--- config.mk ---
export PLATFORM = sky130hd
export DESIGN_NAME = dmairq_ctrl
export DESIGN_NICKNAME = d
export VERILOG_FILES = /design/src/rtl/dmairq_pkg.sv /design/src/rtl/dmairq_decode.sv /design/src/rtl/dmairq_acct.sv /design/src/rtl/dmairq_ctrl.sv
export SDC_FILE = /design/constraint.sdc
export NUM_CORES = 1
export LEC_CHECK = 0
export BUFFER_PORTS_ARGS = -buffer_cell sky130_fd_sc_hd__buf_2
export CAP_MARGIN = 0
export CELL_PAD_IN_SITES_DETAIL_PLACEMENT = 0
export CELL_PAD_IN_SITES_GLOBAL_PLACEMENT = 1
export CORE_MARGIN = 5
export CORE_UTILIZATION = 35
export CTS_BUF_LIST = sky130_fd_sc_hd__clkbuf_8 sky130_fd_sc_hd__clkbuf_16
export CTS_CLUSTER_SIZE = 30
export DETAILED_ROUTE_END_ITERATION = 10
export PLACE_DENSITY = 0.76
export SETUP_SLACK_MARGIN = 0.5
export SLEW_MARGIN = 0
export SYNTH_ARGS = -nofsm -noshare
export SYNTH_HDL_FRONTEND = slang
export SYNTH_SLANG_ARGS = --single-unit
--- constraint.sdc ---
create_clock -name clk -period 2.7 [get_ports clk]
set_clock_uncertainty 0.2 [all_clocks]
set_input_delay 0.27 -clock clk [delete_from_list [all_inputs] [get_ports clk]]
set_output_delay 0.27 -clock clk [all_outputs]
set_load 0.01 [all_outputs]
--- src/rtl/dmairq_pkg.sv ---
package dmairq_pkg;

    localparam int unsigned NUM_EV   = 12;
    localparam int unsigned OTHER_N  = 7;
    localparam int unsigned DATA_W   = 32;
    localparam int unsigned ADDR_W_D = 8;
    localparam int unsigned CNT_W_D  = 8;

    // Status bit positions
    localparam int unsigned B_INVALID  = 0;
    localparam int unsigned B_SRC_DONE = 1;
    localparam int unsigned B_DST_DONE = 2;
    localparam int unsigned B_SRC_OVF  = 4;
    localparam int unsigned B_DST_OVF  = 5;

    // Status bit driven by each general event line
    localparam int unsigned OTHER_POS [OTHER_N] = '{3, 6, 7, 8, 9, 10, 11};

    // Register byte offsets
    localparam int unsigned OFF_STAT = 'h00;
    localparam int unsigned OFF_MASK = 'h04;
    localparam int unsigned OFF_IEN  = 'h08;
    localparam int unsigned OFF_IDS  = 'h0C;
    localparam int unsigned OFF_SCNT = 'h10;
    localparam int unsigned OFF_DCNT = 'h14;

    typedef enum logic [2:0] {
        SEL_STAT,
        SEL_MASK,
        SEL_IEN,
        SEL_IDS,
        SEL_SCNT,
        SEL_DCNT,
        SEL_NONE
    } reg_target_e;

    typedef struct packed {
        logic        rd;
        logic        wr;
        reg_target_e target;
    } reg_acc_t;

endpackage

--- src/rtl/dmairq_decode.sv ---
module dmairq_decode
    import dmairq_pkg::*;
#(
    parameter int unsigned ADDR_W = ADDR_W_D
) (
    input  logic              sel_i,
    input  logic              wr_i,
    input  logic [ADDR_W-1:0] addr_i,
    output reg_acc_t          acc_o
);

    always_comb begin
        acc_o.rd = sel_i & ~wr_i;
        acc_o.wr = sel_i & wr_i;
        if      (addr_i == ADDR_W'(OFF_STAT)) acc_o.target = SEL_STAT;
        else if (addr_i == ADDR_W'(OFF_MASK)) acc_o.target = SEL_MASK;
        else if (addr_i == ADDR_W'(OFF_IEN))  acc_o.target = SEL_IEN;
        else if (addr_i == ADDR_W'(OFF_IDS))  acc_o.target = SEL_IDS;
        else if (addr_i == ADDR_W'(OFF_SCNT)) acc_o.target = SEL_SCNT;
        else if (addr_i == ADDR_W'(OFF_DCNT)) acc_o.target = SEL_DCNT;
        else                                  acc_o.target = SEL_NONE;
    end

endmodule

--- src/rtl/dmairq_acct.sv ---
module dmairq_acct #(
    parameter int unsigned CNT_W = 8
) (
    input  logic             clk,
    input  logic             rst,
    input  logic             inc_i,
    input  logic             clr_i,
    output logic [CNT_W-1:0] cnt_o,
    output logic             wrap_o
);

    logic [CNT_W-1:0] cnt_q;

    // A clearing read and a completion together leave one count
    always_ff @(posedge clk) begin
        if (rst)
            cnt_q <= '0;
        else if (clr_i)
            cnt_q <= inc_i ? CNT_W'(1) : '0;
        else if (inc_i)
            cnt_q <= cnt_q + 1'b1;
    end

    assign cnt_o  = cnt_q;
    assign wrap_o = inc_i & ~clr_i & (cnt_q == '1);

    AST_CNT_CLEARED: assert property (@(posedge clk) disable iff (rst)
        (clr_i && !inc_i) |=> (cnt_q == '0));

    AST_CNT_STEP: assert property (@(posedge clk) disable iff (rst)
        (inc_i && !clr_i) |=> (cnt_q == CNT_W'($past(cnt_q) + 1'b1)));

endmodule

--- src/rtl/dmairq_ctrl.sv ---
module dmairq_ctrl
    import dmairq_pkg::*;
#(
    parameter int unsigned ADDR_W = ADDR_W_D,
    parameter int unsigned CNT_W  = CNT_W_D
) (
    input  logic              clk,
    input  logic              rst,
    input  logic              reg_sel,
    input  logic              reg_wr,
    input  logic [ADDR_W-1:0] reg_addr,
    input  logic [DATA_W-1:0] reg_wdata,
    output logic [DATA_W-1:0] reg_rdata,
    input  logic              evt_src_done,
    input  logic              evt_dst_done,
    input  logic [OTHER_N-1:0] evt_other,
    output logic              irq
);

    localparam int unsigned SIDES = 2;

    reg_acc_t          acc;
    logic              inv_acc;
    logic [NUM_EV-1:0] stat_q, stat_d, mask_q, mask_d;
    logic [NUM_EV-1:0] w1c, ien, ids, set_v;
    logic [DATA_W-1:0] rdata_d;
    logic [SIDES-1:0]  side_inc, side_clr, side_wrap;
    logic [CNT_W-1:0]  side_cnt [SIDES];
    logic              unused_wdata_hi;

    assign unused_wdata_hi = ^reg_wdata[DATA_W-1:NUM_EV];

    dmairq_decode #(.ADDR_W(ADDR_W)) u_decode (
        .sel_i  (reg_sel),
        .wr_i   (reg_wr),
        .addr_i (reg_addr),
        .acc_o  (acc)
    );

    assign side_inc = {evt_dst_done, evt_src_done};
    assign side_clr = {acc.rd && acc.target == SEL_DCNT,
                       acc.rd && acc.target == SEL_SCNT};

    for (genvar g = 0; g < SIDES; g++) begin : g_acct
        dmairq_acct #(.CNT_W(CNT_W)) u_acct (
            .clk    (clk),
            .rst    (rst),
            .inc_i  (side_inc[g]),
            .clr_i  (side_clr[g]),
            .cnt_o  (side_cnt[g]),
            .wrap_o (side_wrap[g])
        );
    end

    assign inv_acc = (acc.rd | acc.wr) && acc.target == SEL_NONE;
    assign w1c = (acc.wr && acc.target == SEL_STAT) ? reg_wdata[NUM_EV-1:0] : '0;
    assign ien = (acc.wr && acc.target == SEL_IEN)  ? reg_wdata[NUM_EV-1:0] : '0;
    assign ids = (acc.wr && acc.target == SEL_IDS)  ? reg_wdata[NUM_EV-1:0] : '0;

    always_comb begin
        set_v = '0;
        for (int i = 0; i < OTHER_N; i++)
            set_v[OTHER_POS[i]] = evt_other[i];
        set_v[B_SRC_DONE] = evt_src_done;
        set_v[B_DST_DONE] = evt_dst_done;
        set_v[B_SRC_OVF]  = side_wrap[0];
        set_v[B_DST_OVF]  = side_wrap[1];
        set_v[B_INVALID]  = inv_acc;
    end

    // Setting takes precedence over clearing
    assign stat_d = (stat_q & ~w1c) | set_v;
    assign mask_d = (mask_q & ~ien) | ids;

    always_comb begin
        rdata_d = '0;
        if (acc.rd) begin
            case (acc.target)
                SEL_STAT: rdata_d = DATA_W'(stat_q);
                SEL_MASK: rdata_d = DATA_W'(mask_q);
                SEL_SCNT: rdata_d = DATA_W'(side_cnt[0]);
                SEL_DCNT: rdata_d = DATA_W'(side_cnt[1]);
                default:  rdata_d = '0;
            endcase
        end
    end

    always_ff @(posedge clk) begin
        if (rst) begin
            stat_q    <= '0;
            mask_q    <= '1;
            irq       <= 1'b0;
            reg_rdata <= '0;
        end else begin
            stat_q    <= stat_d;
            mask_q    <= mask_d;
            irq       <= |(stat_d & ~mask_d);
            reg_rdata <= rdata_d;
        end
    end

    AST_IRQ_LEVEL: assert property (@(posedge clk) disable iff (rst)
        irq == |(stat_q & ~mask_q));

    AST_W1C_CLEARS: assert property (@(posedge clk) disable iff (rst)
        (stat_q & $past(w1c & ~set_v)) == '0);

    AST_SET_WINS: assert property (@(posedge clk) disable iff (rst)
        (~stat_q & $past(set_v)) == '0);

    AST_MASK_PORTS_ONLY: assert property (@(posedge clk) disable iff (rst)
        (ien == '0 && ids == '0) |=> $stable(mask_q));

    AST_INVALID_READ_ZERO: assert property (@(posedge clk) disable iff (rst)
        (acc.rd && acc.target == SEL_NONE) |=> (reg_rdata == '0));

    AST_INVALID_FLAG: assert property (@(posedge clk) disable iff (rst)
        inv_acc |=> stat_q[B_INVALID]);

endmodule

==> results of run 1 <==
==> cells by family (layout without fill, tap and decap cells) <==
kind of cell | count (synthesis) | count (layout) | share of synthesized area
AO/OA/AOI/OAI | 62 | 62 | 0.182
flip-flops | 53 | 53 | 0.408
AND/OR/NAND/NOR | 121 | 121 | 0.233
multiplexers | 5 | 5 | 0.0193
other | 1 | 20 | 0.00144
XOR/XNOR | 14 | 14 | 0.0472
buffers and inverters | 41 | 68 | 0.0992
adder cells (fa/ha/maj) | 2 | 2 | 0.00963
==> path summary, 6_finish.rpt <==
kind,start,end,slack (ns)
max reg2reg,g_acct[0].u_acct.cnt_o[0],irq,0.68
min,evt_other[3],stat_q[8],0.02
max,reg_addr[5],irq,0.64
min reg2reg,g_acct[0].u_acct.cnt_o[7],reg_rdata[7],0.30
==> power breakdown <==
group          total (mW)  internal (mW)  switching [mW]
Sequential          0.815          0.799          0.0168
Combinational       0.123         0.0468          0.0766
Clock               0.443          0.200           0.242
==> state kept, by name (all words and copies together), names as in the netlist <==
name	flops
g_acct.u_acct.cnt_o	16
mask_q	12
reg_rdata	12
stat_q	12
irq	1
==> tightest hold or removal path, cell delays in order <==
cell and delay, ns:
sky130_fd_sc_hd__buf_2 0.10, sky130_fd_sc_hd__a21oi_1 0.04, sky130_fd_sc_hd__nor2_1 0.07
==> placed cells by master, fill, tap and decap left out, types with 3 or more instances in the layout <==
master                           n
sky130_fd_sc_hd__nand4_1        18
sky130_fd_sc_hd__conb_1         20
sky130_fd_sc_hd__and2_1          4
sky130_fd_sc_hd__dfxtp_1        53
sky130_fd_sc_hd__nor2_1         40
sky130_fd_sc_hd__nand2_1        24
sky130_fd_sc_hd__nor2b_1         4
sky130_fd_sc_hd__xnor2_1         4
sky130_fd_sc_hd__a22oi_1         5
sky130_fd_sc_hd__a311o_1         4
sky130_fd_sc_hd__and3_1          5
sky130_fd_sc_hd__buf_2          45
sky130_fd_sc_hd__a21boi_0        3
sky130_fd_sc_hd__a211o_1         4
sky130_fd_sc_hd__dlygate4sd3_1   3
sky130_fd_sc_hd__nand2b_1        5
sky130_fd_sc_hd__buf_4          11
sky130_fd_sc_hd__xor2_1         10
sky130_fd_sc_hd__a21oi_1        18
sky130_fd_sc_hd__a222oi_1        8
sky130_fd_sc_hd__nand3_1        10
sky130_fd_sc_hd__clkbuf_8        6
sky130_fd_sc_hd__a311oi_1        6
sky130_fd_sc_hd__mux2i_1         5
==> per-layer routing <==
metal	global-route usage	vias up
met4	0.0450	0
li1	-	1134
met1	0.203	1080
met5	0	-
met2	0.247	82
met3	0.0336	7
==> stage by stage <==
stage | utilization | setup slack [ns]
finish | 0.412 | 0.636
floorplan | - | 0.658
global placement | 0.392 | 0.256
CTS | 0.408 | 0.534
global route | 0.412 | 0.519
detailed placement | 0.392 | 0.209
==> cell type report <==
class,count,area (µm²)
clock inverter,1,3.75
inverter,1,3.75
sequential,53,1060
tap,99,124
multi-input combinational,224,1360
timing repair buffer,60,349
fill,759,4270
clock buffer,6,82.6
==> what timing repair did <==
| item | CTS | global route |
|---|---|---|
| buffers inserted | 0 | 1 |
| hold buffers | 3 | 0 |
| endpoints found under the hold margin | 3 | 0 |
| setup endpoints to repair | 0 | 1 |
| resized for setup | 0 | 4 |
==> impl_summary.log, run 1 <==
INFO  metric worst_reg_to_reg_cells = 7
INFO  metric post-route-drc-count = 0
INFO  metric clock_tree_from_tritoncts = done
INFO  metric core.rowCount = 31
INFO  metric yosys.cell_types.count = 45
INFO  metric worst_skew_pair.late_latency = 0.30 ns
INFO  metric antenna_found_initial = 0
INFO  metric yosys.area.top_type = sky130_fd_sc_hd__dfxtp_1
INFO  metric criticalPathCategory = in2reg
INFO  metric total_power = 1.38 mW
INFO  metric postRouteWirelength = 6.87 mm
INFO  metric gpl_congestion = 0.810
INFO  metric finalWorstPathRequiredPeriod = 2.06 ns
INFO  metric maxClockFrequency = 0.485 GHz
INFO  metric dieArea = 9240 µm²
INFO  metric layout.nets = 400
INFO  metric critical_path_required = 2.66 ns
INFO  metric worst_hold_path.num_cells = 3
INFO  metric rsz_0062_raised_after_global_routing = false
INFO  metric buffer_ports.inserted = 45
INFO  metric syn_to_final_growth = 15.0%
INFO  metric met2_wirelength = 3.31 mm
INFO  metric slowest_stage = sky130_fd_sc_hd__a2111oi_2
INFO  metric clock_sinks = 53
INFO  metric numCtsBuffers = 5
INFO  metric power_density = 462 nW/µm²
INFO  metric drt_pre_antenna_iters = 5
INFO  metric synth_area_per_cell = 8.69 µm²
INFO  metric initial_core_util = 0.358
INFO  metric final-max-slew-violation-count = 0
INFO  metric critPathCaptureType = flip-flop
INFO  metric cp_cell_sequence = buf_2, nor4_2, buf_4, buf_6, nand4_1, a32oi_2, a211oi_2, a2111oi_2, a41oi_1
INFO  metric cp_num_buf_inv = 3
INFO  metric ys_top_cells_by_count = 53 x sky130_fd_sc_hd__dfxtp_1, 40 x sky130_fd_sc_hd__nor2_1, 24 x sky130_fd_sc_hd__nand2_1
INFO  metric power_leakage = 1.19 nW
INFO  metric ctsHtreeMaxLevel = 2
INFO  metric stdcell_area = 2990 µm²
INFO  metric levels_on_crit_path = 9
INFO  metric synth-warning-count = 0
INFO  metric yosys_most_used_dff = sky130_fd_sc_hd__dfxtp_1
INFO  metric globalRouteOverflowTotal = 0
INFO  metric slowest_delay = 0.36 ns
INFO  metric detail_route.wl_per_cell = 15.5 µm
INFO  metric max_vdd_drop = 0.220 mV
INFO  metric hold_violations = 0
INFO  metric max_cap_violations = 0
INFO  metric grt_util_overall = 0.153
INFO  metric highest_layer = met4
INFO  metric whs = 0.0170 ns
INFO  metric detailedPlacementHpwl = 5.02 mm
INFO  metric fraction_of_registers_with_async_set_reset = 0
INFO  metric placeableCoreArea = 7250 µm²
INFO  metric yosysMostFrequentCell = sky130_fd_sc_hd__dfxtp_1
INFO  metric fin_crit_sh = 0.764
INFO  metric initialDrtViolationCount = 207
INFO  metric insertedDiodeCount = 0
INFO  metric tns = 0 ns
INFO  metric first_pass_grt_wire_length = 10.9 mm
INFO  metric timing.critical_path.arrival = 2.03 ns
INFO  metric root_buffer = sky130_fd_sc_hd__clkbuf_8
INFO  metric outcome = finished, final reports clean
INFO  metric route.detailed.vias_per_inst = 5.19
INFO  metric io_pins = 86
INFO  metric synth_sequential_area_ratio = 0.408
INFO  metric clk_pin_slew_worst_paths = 0.09 ns
INFO  metric final-instance-count-excl-fill = 444
INFO  metric synth-edff-count = 0
INFO  metric die_width = 96.1 µm
INFO  metric synth_area_leaders = sky130_fd_sc_hd__dfxtp_1 41%, sky130_fd_sc_hd__buf_4 6.4%, sky130_fd_sc_hd__nor2_1 5.8%
INFO  metric synth_top_area_share = 0.408
INFO  metric grt_start_max_net_pins = 31
INFO  metric route.met3.wl = 457 µm
INFO  metric layout-drive-gt1-share = 0.200
INFO  metric standard_cell_area_after_detailed_placement = 2850 µm²
INFO  metric vias_in_the_first_global_route = 2177
INFO  metric worstHoldPathType = in2reg
INFO  metric max_slew.worst_pin.slew = 0.614 ns
INFO  metric synth_seq_cells = 53
INFO  metric drt-met1-wl = 3.02 mm
INFO  metric final-setup-viol-count = 0
INFO  metric max-slew-margin-rel = 0.590
INFO  metric die-height = 96.1 µm
INFO  metric antenna_violating_nets_post_route = 0
INFO  metric worst_path_dominant_cell_family = compound AO/OA/AOI/OAI gates
INFO  metric syn_area = 2600 µm²
INFO  metric kind_of_start_point_of_the_critical_path = primary input
INFO  metric dp.cells = 433
INFO  metric worst-path-max-fanout = 12
INFO  metric total_number_of_vias = 2303
INFO  metric clock_path_buffers = 2
INFO  metric synth_cells = 299
Power figures use the tool's default switching activity.
==> run 2, diff against run 1 <==
- CORE_UTILIZATION: 35 -> 33
- clock period: 2.7 -> 1.7 ns (I/O delays scaled with it)
==> run 2 against run 1 <==
Effect of this change:
- largest power group unchanged
- cell area is 36% higher
- count of clock-buffer cells in the layout is 1 lower
- via count grew 16%
- critical endpoint unchanged
- the flow now finishes with violations (hold timing, setup timing)
- sequential share of layout area decreased by 9.2 points
- sequential cell count stayed put
- utilization rose by 12 points
==> impl_summary.log, run 2 (same netlist as run 1, synthesis figures left out) <==
INFO  metric post-route-drc-count = 0
INFO  metric grt_start_max_net_pins = 20
INFO  metric vias_in_the_first_global_route = 2734
INFO  metric clk_pin_slew_worst_paths = 0.10 ns
INFO  metric max_slew.worst_pin.slew = 0.538 ns
INFO  metric finalWorstPathRequiredPeriod = 1.86 ns
INFO  metric dp.cells = 497
INFO  metric root_buffer = sky130_fd_sc_hd__clkbuf_8
INFO  metric fin_crit_sh = 1.09
INFO  metric final-instance-count-excl-fill = 529
INFO  metric placeableCoreArea = 7690 µm²
INFO  metric commonest_cells_after_routing_fill_and_taps_aside = 62 x sky130_fd_sc_hd__buf_4, 46 x sky130_fd_sc_hd__dfxtp_1, 41 x sky130_fd_sc_hd__buf_2
INFO  metric standard_cell_area_after_detailed_placement = 3400 µm²
INFO  metric critPathCaptureType = flip-flop
INFO  metric total_power = 2.35 mW
INFO  metric initial_core_util = 0.338
INFO  metric max_vdd_drop = 0.313 mV
INFO  metric die_width = 98.7 µm
INFO  metric timing.critical_path.arrival = 1.84 ns
INFO  metric worst_skew_pair.late_latency = 0.31 ns
INFO  metric final-setup-viol-count = 11
INFO  metric grt_util_overall = 0.169
INFO  metric max-slew-margin-rel = 0.639
INFO  metric initialDrtViolationCount = 152
INFO  metric total_number_of_vias = 2676
INFO  metric layout.nets = 481
INFO  metric gpl_congestion = 0.899
INFO  metric setup_ws = -0.160 ns
INFO  metric detail_route.wl_per_cell = 15.5 µm
INFO  metric rsz_0062_raised_after_global_routing = true
INFO  metric cp_cell_sequence = buf_6, nor4_4, buf_6, buf_6, nand4b_1, a32oi_1, a211oi_1, a2111oi_2, a41oi_1
INFO  metric syn_to_final_growth = 56.7%
INFO  metric core.rowCount = 32
INFO  metric timing.critical_path.mode_cell = sky130_fd_sc_hd__buf_6
INFO  metric critical_path_required = 1.68 ns
INFO  metric postRouteWirelength = 8.18 mm
INFO  metric layout-drive-gt1-share = 0.489
INFO  metric criticalPathCategory = in2reg
INFO  metric drt_pre_antenna_iters = 4
INFO  metric numCtsBuffers = 5
INFO  metric cp_num_buf_inv = 3
INFO  metric worst-path-max-fanout = 6
INFO  metric hold_violations = 2
INFO  metric first_pass_grt_wire_length = 13.4 mm
INFO  metric maxClockFrequency = 0.538 GHz
INFO  metric kind_of_start_point_of_the_critical_path = primary input
INFO  metric antenna_found_initial = 0
INFO  metric buffer_ports.inserted = 45
INFO  metric final-max-slew-violation-count = 0
INFO  metric worst_path_dominant_cell_family = compound AO/OA/AOI/OAI gates
INFO  metric route.detailed.vias_per_inst = 5.06
INFO  metric clock_path_buffers = 2
INFO  metric detailedPlacementHpwl = 5.83 mm
INFO  metric slowest_stage = sky130_fd_sc_hd__nor4_4
INFO  metric dieArea = 9750 µm²
INFO  metric layout.cells.most_common = sky130_fd_sc_hd__buf_4
INFO  metric violated_checks = hold timing, setup timing
INFO  metric power_leakage = 1.70 nW
INFO  metric die-height = 98.7 µm
INFO  metric finalCoreUtilization = 0.530
INFO  metric antenna_violating_nets_post_route = 0
INFO  metric globalRouteOverflowTotal = 0
INFO  metric stdcell_area = 4070 µm²
INFO  metric worstHoldPathType = in2reg
INFO  metric whs = -0.0141 ns
INFO  metric largest_reg_flops = 16
INFO  metric slowest_delay = 0.36 ns
INFO  metric ctsHtreeMaxLevel = 2
INFO  metric clock_sinks = 53
INFO  metric power_density = 578 nW/µm²
INFO  metric clock_tree_from_tritoncts = done
INFO  metric max_cap_violations = 0
INFO  metric io_pins = 86
INFO  metric insertedDiodeCount = 0
INFO  metric post_cts_hold_buffer_count = 7
INFO  metric outcome = finished, violations left
-- run 2: cell types whose count changed in the layout (fill, tap and decap cells not counted), sizes merged --
cell / delta
buf: +77
dlygate4sd3: +4
clkinvlp: +2
clkbuf: -1
-- run 2: area by class of cell --
| class | count | area, µm² |
|---|---|---|
| Fill cell | 732 | 3620 |
| Multi-Input combinational cell | 224 | 1670 |
| Timing Repair Buffer | 141 | 1110 |
| Sequential cell | 53 | 1070 |
| Tap cell | 102 | 128 |
| Clock buffer | 5 | 68.8 |
| Clock inverter | 3 | 18.8 |
| Inverter | 1 | 3.75 |
-- run 2: tightest hold or removal path: stages --
cell and delay, ns:
sky130_fd_sc_hd__buf_2 0.08, sky130_fd_sc_hd__a21oi_2 0.03, sky130_fd_sc_hd__buf_4 0.12, sky130_fd_sc_hd__nor2_1 0.07
-- run 2: report_power, final --
group          switching [mW]  leakage (nW)  total, mW  internal [mW]
registers              0.0267         0.434       1.30           1.27
clock network           0.435        0.0416      0.720          0.285
logic                   0.175          1.23      0.337          0.162
-- run 2: worst paths after layout --
| path | start | endpoint | slack (ns) | cells after the start |
|---|---|---|---|---|
| setup / recovery | reg_addr[6] | irq | -0.16 | 9 |
| hold / removal | evt_other[5] | stat_q[10] | -0.01 | 4 |
| hold reg to reg | mask_q[5] | mask_q[5] | 0.32 | 1 |
| setup reg to reg | g_acct[0].u_acct.cnt_o[1] | irq | -0.09 | 7 |
-- run 2: routing by layer --
layer	track usage	vias up	wire, µm
met1	0.203	1297	3560
met3	0.0318	11	297
met4	0.0525	0	153
li1	-	1307	-
met2	0.302	61	4170
met5	0	-	0
-- run 2: through the flow --
| stage | setup WS (ns) | TNS, ns | hold slack, ns |
|---|---|---|---|
| after detailed placement | -0.563 | -8.48 | 0.232 |
| final | -0.160 | -0.371 | -0.0141 |
| after global routing | -0.270 | -1.48 | -0.00929 |
| after floorplan | -0.205 | -0.205 | 0.0854 |
| after global placement | -0.476 | -7.13 | 0.219 |
| after CTS | -0.155 | -0.257 | -0.0223 |
-- run 2: what timing repair did --
item | 4_1_cts | 5_1_grt
pin swaps | 42 | 21
endpoints found under the hold margin | 10 | 1
setup endpoints to repair | 53 | 53
setup buffers | 13 | 4
resized for setup | 63 | 35
==> run 3, diff against run 2 <==
- CORE_UTILIZATION: 33 -> 35
- GPL_ROUTABILITY_DRIVEN: unset -> 0
- clock period: 1.7 -> 1.81 ns (I/O delays scaled with it)
==> run 3 against run 2 <==
Effect of this change:
- the run ends with setup timing left
- die area shrank 5.1%
- worst setup slack lost 0.045 ns
- total power shrank 6.3%
- first-iteration DRC count shrank 9.2%
- register-to-register slack gained 0.09 ns
==> impl_summary.log, run 3 (same netlist as run 1, synthesis figures left out) <==
INFO  metric route.detailed.vias_per_inst = 5.19
INFO  metric worst-path-max-fanout = 4
INFO  metric placeableCoreArea = 7250 µm²
INFO  metric clock_tree_from_tritoncts = done
INFO  metric detail_route.wl_per_cell = 16.7 µm
INFO  metric setup_ws = -0.205 ns
INFO  metric layout.cells.most_common = sky130_fd_sc_hd__buf_4
INFO  metric clock_share_of_power = 0.302
INFO  metric levels_on_crit_path = 9
INFO  metric max-slew-margin-rel = 0.590
INFO  metric whs = 0.0173 ns
INFO  metric core.rowCount = 31
INFO  metric max_vdd_drop = 0.547 mV
INFO  metric power_density = 543 nW/µm²
INFO  metric kind_of_start_point_of_the_critical_path = primary input
INFO  metric globalRouteOverflowTotal = 0
INFO  metric clk_pin_slew_worst_paths = 0.10 ns
INFO  metric share_comb_of_total_power = 0.147
INFO  metric critPathCaptureType = flip-flop
INFO  metric grt_start_max_net_pins = 22
INFO  metric post-route-drc-count = 0
INFO  metric largest_reg_flops = 16
INFO  metric max_cap_violations = 0
INFO  metric cp_cell_sequence = buf_6, nor4_4, buf_4, buf_12, nand4_1, a21oi_2, a311oi_1, nor4_1, a41oi_1
INFO  metric layout.nets = 475
INFO  metric first_pass_grt_wire_length = 13.5 mm
INFO  metric ctsHtreeMaxLevel = 2
INFO  metric hold_violations = 0
INFO  metric max_slew.worst_pin.slew = 0.611 ns
INFO  metric numCtsBuffers = 5
INFO  metric commonest_cells_after_routing_fill_and_taps_aside = 53 x sky130_fd_sc_hd__buf_4, 51 x sky130_fd_sc_hd__dfxtp_1, 43 x sky130_fd_sc_hd__buf_2
INFO  metric antenna_violating_nets_post_route = 0
INFO  metric timing.critical_path.arrival = 1.98 ns
INFO  metric initialDrtViolationCount = 138
INFO  metric antenna_found_initial = 0
INFO  metric fin_crit_sh = 1.11
INFO  metric layout-drive-gt1-share = 0.482
INFO  metric critical_path_required = 1.77 ns
INFO  metric maxClockFrequency = 0.496 GHz
INFO  metric final-setup-viol-count = 2
INFO  metric total_number_of_vias = 2699
INFO  metric p_switching = 589 µW
INFO  metric worstSetupEndpoint = irq
INFO  metric violated_checks = setup timing
INFO  metric finalCoreUtilization = 0.560
INFO  metric critical_path.reg2reg.startpoint = g_acct[0].u_acct.cnt_o[0]
INFO  metric final-max-slew-violation-count = 0
INFO  metric io_pins = 86
INFO  metric dieArea = 9240 µm²
INFO  metric postRouteWirelength = 8.69 mm
INFO  metric slowest_delay = 0.42 ns
INFO  metric slowest_stage = sky130_fd_sc_hd__nor4_1
INFO  metric finalWorstPathRequiredPeriod = 2.01 ns
INFO  metric detailedPlacementHpwl = 5.80 mm
INFO  metric die_width = 96.1 µm
INFO  metric die-height = 96.1 µm
INFO  metric worst_path_dominant_cell_family = simple AND/OR/NAND/NOR gates
INFO  metric worstHoldPathType = in2reg
INFO  metric root_buffer = sky130_fd_sc_hd__clkbuf_8
INFO  metric criticalPathCategory = in2reg
INFO  metric drt_pre_antenna_iters = 5
INFO  metric outcome = finished, violations left
INFO  metric rrSetupSlack = 0 ns
INFO  metric switching_share = 0.267
INFO  metric clock_sinks = 53
INFO  metric rr_endpoint = irq
INFO  metric buffer_ports.inserted = 45
INFO  metric worstSetupStartpoint = reg_addr[0]
INFO  metric rsz_0062_raised_after_global_routing = true
INFO  metric seq_power_share = 0.550
INFO  metric grt_util_overall = 0.190
INFO  metric power_leakage = 1.68 nW
INFO  metric worst_skew_pair.late_latency = 0.30 ns
INFO  metric internal_power = 1.62 mW
INFO  metric vias_in_the_first_global_route = 2722
INFO  metric initial_core_util = 0.358
INFO  metric clock_path_buffers = 2
INFO  metric syn_to_final_growth = 56.5%
INFO  metric cp_num_buf_inv = 3
INFO  metric insertedDiodeCount = 0
INFO  metric worst_reg_to_reg_cells = 7
-- run 3: changes by cell type in the layout (fill, tap and decap cells not counted), moves of 2 or more --
cell                         before  now
sky130_fd_sc_hd__clkinvlp_4       2    0
sky130_fd_sc_hd__buf_4           62   53
sky130_fd_sc_hd__nand3_2          5    3
sky130_fd_sc_hd__nor2_2          13   11
sky130_fd_sc_hd__buf_2           41   43
sky130_fd_sc_hd__dfxtp_1         46   51
sky130_fd_sc_hd__dfxtp_4          0    2
sky130_fd_sc_hd__buf_12           2    4
sky130_fd_sc_hd__nor2_4           2    5
sky130_fd_sc_hd__dfxtp_2          7    0
-- run 3: stage by stage --
stage               setup TNS, ns  worst slack [ns]  instances  area (µm²)  total power, mW
floorplan                  -0.106            -0.106        318        2750             1.38
global placement            -4.20            -0.445        485        3330             1.48
detailed placement          -4.76            -0.492        485        3330             1.49
CTS                        -0.120            -0.120        517        3870             2.19
global route               -0.577            -0.253        520        4070             2.30
finish                     -0.207            -0.205        520        4070             2.21
-- run 3: repair_timing --
| item | CTS | global route |
|---|---|---|
| hold buffers | 7 | 0 |
| buffers inserted | 14 | 3 |
| cloned | 3 | 0 |
| endpoints found under the hold margin | 7 | 0 |
| resized for setup | 58 | 46 |
| pin swaps | 38 | 21 |
| endpoints found under the setup margin | 51 | 53 |
-- run 3: worst register-to-register path, delay by kind of cell, from the launching register on --
family / cells / cell delay, ns
adders and majority gates: 1 / 0.15
and+or+nand+nor: 2 / 0.17
DFF: 1 / 0.37
AOI/OAI and AO/OA: 4 / 0.78
-- run 3: cell type report --
| type | count | area, µm² |
|---|---|---|
| clock buffer | 5 | 68.8 |
| clock inverter | 3 | 17.5 |
| fill | 681 | 3190 |
| inverter | 1 | 3.75 |
| multi-input combinational | 224 | 1700 |
| sequential | 53 | 1070 |
| tap | 99 | 124 |
| timing repair buffer | 135 | 1080 |
-- run 3: worst min path at each step --
| stage | start | end | slack [ns] | depth (start not counted) |
|---|---|---|---|---|
| after global placement | evt_other[6] | stat_q[11] | 0.23 | 3 |
| final | evt_other[2] | stat_q[7] | 0.02 | 3 |
| after detailed placement | evt_other[6] | stat_q[11] | 0.24 | 3 |
| after global routing | reg_wdata[4] | mask_q[4] | 0.01 | 3 |
| after floorplan | evt_other[5] | stat_q[10] | 0.1 | 2 |
| after CTS | evt_other[2] | stat_q[7] | 0.002 | 3 |
-- run 3: power by group through the flow --
| stage | registers (mW) | logic (mW) | clock network [mW] |
|---|---|---|---|
| 2_1_floorplan | 1.24 | 0.142 | 0 |
| 3_3_place_gp | 1.23 | 0.249 | 0 |
| 3_5_place_dp | 1.24 | 0.254 | 0 |
| 4_1_cts | 1.21 | 0.294 | 0.688 |
| 5_1_grt | 1.22 | 0.350 | 0.736 |
| 6_report | 1.21 | 0.325 | 0.667 |
-- run 3: per-layer routing --
layer | global-route usage | vias up | share of wire
li1 | - | 1292 | -
met1 | 0.241 | 1311 | 0.43
met2 | 0.321 | 84 | 0.50
met3 | 0.0367 | 12 | 0.047
met4 | 0.0640 | 0 | 0.016
met5 | 0 | - | 0
